--- src/rtl/cct_pkg.sv ---
package cct_pkg;
  localparam int CCT_CH = 4;
  localparam int CCT_SEL_W = 3;
  localparam int CCT_CTRL_W = 4 + CCT_CH;

  typedef struct packed {
    logic              run;
    logic              tick;
    logic [CCT_CH-1:0] capMode;
    logic [CCT_CH-1:0] chWr;
  } cct_strobe_t;
endpackage

--- src/rtl/cct_ctrl.sv ---
module cct_ctrl
  import cct_pkg::*;
#(
  parameter int DATA_W  = 16,
  parameter int ADDR_W  = 3,
  parameter int NUM_DIV = 5,
  parameter int CH_BASE = 2
) (
  input  logic                     clk,
  input  logic                     rstN,
  input  logic [ADDR_W-1:0]        regAddr,
  input  logic                     regWrEn,
  input  logic [CCT_CTRL_W-1:0]    ctrlWrData,
  input  logic [DATA_W-1:0]        countVal,
  input  logic [CCT_CH*DATA_W-1:0] chFlat,
  output logic [DATA_W-1:0]        regRdData,
  output cct_strobe_t              strobe
);
  localparam logic [ADDR_W-1:0] CTRL_ADDR  = '0;
  localparam logic [ADDR_W-1:0] COUNT_ADDR = ADDR_W'(1);

  logic                 runQ;
  logic [CCT_SEL_W-1:0] selQ;
  logic [CCT_CH-1:0]    capModeQ;
  logic [NUM_DIV-1:0]   divCnt;
  logic [NUM_DIV-1:0]   divMask;
  int                   effSel;

  always_ff @(posedge clk) begin
    if (!rstN) begin
      runQ     <= 1'b0;
      selQ     <= '0;
      capModeQ <= '0;
    end else if (regWrEn && regAddr == CTRL_ADDR) begin
      runQ     <= ctrlWrData[0];
      selQ     <= ctrlWrData[3:1];
      capModeQ <= ctrlWrData[4 +: CCT_CH];
    end
  end

  // prescaler: cleared while stopped, free-running while enabled
  always_ff @(posedge clk) begin
    if (!rstN || !runQ) divCnt <= '0;
    else                divCnt <= divCnt + 1'b1;
  end

  always_comb begin
    effSel = (int'(selQ) >= NUM_DIV) ? NUM_DIV - 1 : int'(selQ);
    for (int k = 0; k < NUM_DIV; k++) divMask[k] = (k <= effSel);
  end

  always_comb begin
    strobe.run     = runQ;
    strobe.capMode = capModeQ;
    strobe.tick    = runQ && ((divCnt & divMask) == divMask);
    for (int i = 0; i < CCT_CH; i++)
      strobe.chWr[i] = regWrEn && (regAddr == ADDR_W'(CH_BASE + i));
  end

  always_comb begin
    regRdData = '0;
    if (regAddr == CTRL_ADDR) begin
      regRdData[0]             = runQ;
      regRdData[3:1]           = selQ;
      regRdData[4 +: CCT_CH]   = capModeQ;
    end else if (regAddr == COUNT_ADDR) begin
      regRdData = countVal;
    end else begin
      for (int i = 0; i < CCT_CH; i++)
        if (regAddr == ADDR_W'(CH_BASE + i)) regRdData = chFlat[i*DATA_W +: DATA_W];
    end
  end
endmodule

--- src/rtl/cct_datapath.sv ---
module cct_datapath
  import cct_pkg::*;
#(
  parameter int DATA_W = 16
) (
  input  logic                     clk,
  input  logic                     rstN,
  input  cct_strobe_t              strobe,
  input  logic [DATA_W-1:0]        wrData,
  input  logic [CCT_CH-1:0]        capTrig,
  output logic [DATA_W-1:0]        countVal,
  output logic [CCT_CH*DATA_W-1:0] chFlat,
  output logic [CCT_CH-1:0]        irqReq
);
  logic [DATA_W-1:0] countQ;
  logic              updQ;

  always_ff @(posedge clk) begin
    if (!rstN) begin
      countQ <= '0;
      updQ   <= 1'b0;
    end else begin
      updQ <= strobe.tick;
      if (strobe.tick) countQ <= countQ + 1'b1;
    end
  end

  assign countVal = countQ;

  for (genvar i = 0; i < CCT_CH; i++) begin : g_ch
    logic [DATA_W-1:0] chQ;
    logic              armedQ;

    always_ff @(posedge clk) begin
      if (!rstN) begin
        chQ    <= '0;
        armedQ <= 1'b0;
      end else if (strobe.chWr[i]) begin
        chQ    <= wrData;
        armedQ <= 1'b1;
      end else if (strobe.run && strobe.capMode[i] && capTrig[i]) begin
        chQ <= countQ;
      end
    end

    assign chFlat[i*DATA_W +: DATA_W] = chQ;
    assign irqReq[i] = updQ && armedQ && !strobe.capMode[i] && (chQ == countQ);
  end
endmodule

--- src/rtl/cct_timer.sv ---
module cct_timer
  import cct_pkg::*;
#(
  parameter int DATA_W = 16
) (
  input  logic              clk,
  input  logic              rstN,
  input  logic [2:0]        regAddr,
  input  logic              regWrEn,
  input  logic [DATA_W-1:0] regWrData,
  output logic [DATA_W-1:0] regRdData,
  input  logic [3:0]        capTrig,
  output logic [3:0]        irqReq,
  output logic [3:0]        matchStrobe
);
  cct_strobe_t              strobe;
  logic [DATA_W-1:0]        countW;
  logic [CCT_CH*DATA_W-1:0] chFlatW;
  logic                     runW;
  logic [CCT_CH-1:0]        capModeW;
  logic [CCT_CH-1:0]        chWrW;

  cct_ctrl #(.DATA_W(DATA_W), .ADDR_W(3), .NUM_DIV(5), .CH_BASE(2)) u_ctrl (
    .clk(clk), .rstN(rstN), .regAddr(regAddr), .regWrEn(regWrEn),
    .ctrlWrData(regWrData[CCT_CTRL_W-1:0]), .countVal(countW), .chFlat(chFlatW),
    .regRdData(regRdData), .strobe(strobe)
  );

  cct_datapath #(.DATA_W(DATA_W)) u_dp (
    .clk(clk), .rstN(rstN), .strobe(strobe), .wrData(regWrData), .capTrig(capTrig),
    .countVal(countW), .chFlat(chFlatW), .irqReq(irqReq)
  );

  assign matchStrobe = irqReq;
  assign runW        = strobe.run;
  assign capModeW    = strobe.capMode;
  assign chWrW       = strobe.chWr;
endmodule

--- config.mk ---
export PLATFORM = sky130hd
export DESIGN_NAME = cct_timer
export DESIGN_NICKNAME = d
export VERILOG_FILES = /design/src/rtl/cct_pkg.sv /design/src/rtl/cct_ctrl.sv /design/src/rtl/cct_datapath.sv /design/src/rtl/cct_timer.sv
export SDC_FILE = /design/constraint.sdc
export NUM_CORES = 1
export LEC_CHECK = 0
export BUFFER_PORTS_ARGS = -buffer_cell sky130_fd_sc_hd__buf_2
export CORE_MARGIN = 2
export CORE_UTILIZATION = 57
export CTS_BUF_LIST = sky130_fd_sc_hd__clkbuf_8
export DETAILED_ROUTE_END_ITERATION = 8
export PLACE_DENSITY = 0.77
export SLEW_MARGIN = 20
export SYNTH_ARGS = -nofsm -noshare
export SYNTH_HDL_FRONTEND = slang
export SYNTH_SLANG_ARGS = --single-unit
--- constraint.sdc ---
create_clock -name clk -period 2.3 [get_ports clk]
set_input_delay 0.23 -clock clk [delete_from_list [all_inputs] [get_ports clk]]
set_output_delay 0.23 -clock clk [all_outputs]
set_load 0.01 [all_outputs]
==> impl_metrics.toml <==
[synth]
synthCells = 673
seq_area_frac_synth = 0.3358
synth.distinct_cells = 44
synth.area.top_cells = "dfxtp_1 (34%), mux2i_1 (14%), xor2_1 (9.9%)"
syn-num-nets = 701
synth_edf_count = 0
ys_seq_elements = 98
syn-cell-area_um2 = 5842
synth_ff_type = "dfxtp_1"
synth_common_cells = "dfxtp_1 (98), mux2i_1 (82), nor2_1 (69)"
synth.largest_area_cell = "dfxtp_1"
yosysWarnings = 0
synthArstFlopShare = 0
synth.most_common_cell = "dfxtp_1"
synth.avg_cell_area_um2 = 8.680
synth.top_cell.area_share = 0.3358

[setup_path]
crit_path_start_kind = "flip-flop"
cp.required_ns = 2.07
crit_type = "flip-flop to primary output"
arrival_ns = 1.98
regToRegSetupSlack_ns = 0.21
max_stage_delay_ns = 0.59
cp_slowest_cell = "dfxtp_1"
end_kind = "primary output"
path_cells = "xor2_1, nor4_1, nand4_1, nor4_2, buf_2"
crit_fanout = 10

[cts]
cts_tree = "built"
hold_buffers = 0
cts_max_level = 3
clock_latency_ns = 0.38
cts_buffers = 9
clk_pin_slew_worst_paths_ns = 0.10
cts-root-buf = "clkbuf_8"
numClockSinks = 98
clock_path_buffers = 2
cts_setup_buffers = 0

[power_and_ir_drop]
p_leak_nw = 3.202
pwr-share-comb = 0.105
p_seq_frac = 0.503
power.density_nw_per_um2 = 542.5
p_int_mw = 2.660
power_mw = 3.551
swShare = 0.2509
pwr-share-clk = 0.393
power.switching_mw = 0.8908
ir_drop_mv = 0.3258

[global_routing]
grt_first_pass_wirelength_um = 28670
grt_max_degree = 47
grt_pass1_vias = 5320
grt_overflow = 0
grtUsageTotal = 0.3308
antenna_found_initial = 1

[sta]
setup_viol = 0
slew_viol_final = 0
slew_headroom = 0.3857
hold_viol = 0
fin_ws_ns = 0.09224
fin_crit_sh = 0.9599
hold-worst-slack_ns = 0.1407
tns_ns = 0
rsz0062_at_grt = "false"
fmax_mhz = 452.9
finClkSkew_ns = 0.01276
worst_pin_slew_ns = 0.9212
fin_crit_ns = 2.208

[layout]
n_antenna_cell = 0
final_core_util = 0.6635
post_layout_nonfiller_instances = 835
nFillCells = 799
layout-drive-gt1-share = 0.1866
layout.nets = 725
fin_area_um2 = 6545
area_delta_synth_final_pct = 12.04

[floorplan]
die_w_um = 105.2
dieHeight_um = 105.2
ios = 50
core_area_um2 = 9864
num_rows = 36
dieArea_um2 = 11070
initial_core_util = 0.5922

[detailed_routing]
drt_wl_total_um = 18140
routedWlPerCell_um = 21.72
vias = 5526
drt_iter0_markers = 415
vias_per_cell = 6.618
drtAntennaViolNets = 0
drtPass1Iterations = 5
route.detailed.drc = 0

[place]
io_buffers = 49
place_inst = 819
gp_congestion = 0.9625
preCtsSetupSlack_ns = 0.1186
dp_hpwl_um = 12300
place_area_um2 = 6236

[min_path]
hp-class = "input pin to flip-flop"

[run_status]
status = "complete, no violations"

[run]
drv_cap = 0
layer usage:
metal,routed length [um],share of wire,vias to the layer above,global-route usage
met5,0,0,-,0
met4,722,0.040,0,0.1448
met3,2061,0.11,77,0.1014
met2,8137,0.45,350,0.5092
met1,7218,0.40,2597,0.4272
li1,-,-,2502,-
path summary, 6_finish.rpt:
kind,from,to,cells past startpoint
setup / recovery,u_dp.countVal[7]$_SDFFE_PN0P_,matchStrobe[2],5
hold / removal,regWrData[7],u_ctrl.capModeQ[3]$_SDFFE_PN0P_,3
setup reg to reg,u_ctrl.divCnt[2]$_SDFF_PP0_,u_dp.countVal[5]$_SDFFE_PN0P_,4
hold reg to reg,u_dp.g_ch[0].armedQ$_SDFFE_PN0P_,u_dp.g_ch[0].armedQ$_SDFFE_PN0P_,2
registers in the layout, summed over array words and instances, names as in the netlist:
name / flops
u_ctrl.capModeQ: 4
u_ctrl.divCnt: 5
u_ctrl.runQ: 1
u_ctrl.selQ: 3
u_dp.countVal: 16
u_dp.g_ch.armedQ: 4
u_dp.g_ch.chQ: 64
u_dp.updQ: 1
placed cells by master, fill, tap and decap left out, types with 10 or more instances in the layout:
| cell type | instances |
|---|---|
| dfxtp_1 | 86 |
| mux2i_1 | 82 |
| nor2_1 | 69 |
| xor2_1 | 66 |
| a211oi_1 | 64 |
| buf_2 | 49 |
| a21oi_1 | 32 |
| buf_4 | 32 |
| nand2_1 | 29 |
| o22ai_1 | 13 |
| nand3_1 | 13 |
| nor4_1 | 12 |
| a22oi_1 | 11 |
| o31ai_1 | 11 |
| or4_1 | 11 |
| clkbuf_8 | 11 |
| inv_1 | 10 |
| dfxtp_2 | 10 |
critical path, delay by kind of cell, from the launching register on:
kind          cells  cell delay [ns]
xor+xnor          1             0.13
flops             1             0.59
buf+inv           1             0.21
simple gates      3             0.67
kinds of logic after synthesis:
group	share of synthesized area
and+or+nand+nor	0.1559
buffers and inverters	0.05804
DFF	0.3358
muxes	0.1694
AOI/OAI and AO/OA	0.1761
xor gates and xnor gates	0.1004
adders and majority gates	0.004283
repair_timing:
| item | in CTS | in global routing |
|---|---|---|
| endpoints found under the setup margin | 8 | 8 |
| gates resized for setup | 10 | 10 |
| cloned | 0 | 0 |
power by group through the flow:
stage	registers (mW)	clock network [mW]	logic (mW)
6_report	1.79	1.39	0.371
3_3_place_gp	1.82	0	0.348
2_1_floorplan	1.81	0	0.225
5_1_grt	1.79	1.48	0.396
4_1_cts	1.79	1.40	0.360
3_5_place_dp	1.83	0	0.354
area by class of cell:
class	count	area, um^2	area share
Tap cell	133	166.4	0.02543
Clock inverter	5	100.1	0.01529
Inverter	11	41.29	0.006309
Clock buffer	11	151.4	0.02313
Sequential cell	98	1982	0.3028
Timing Repair Buffer	83	525.5	0.08029
Multi-Input combinational cell	494	3578	0.5467
Note: power is estimated with default switching activity, not from simulation.
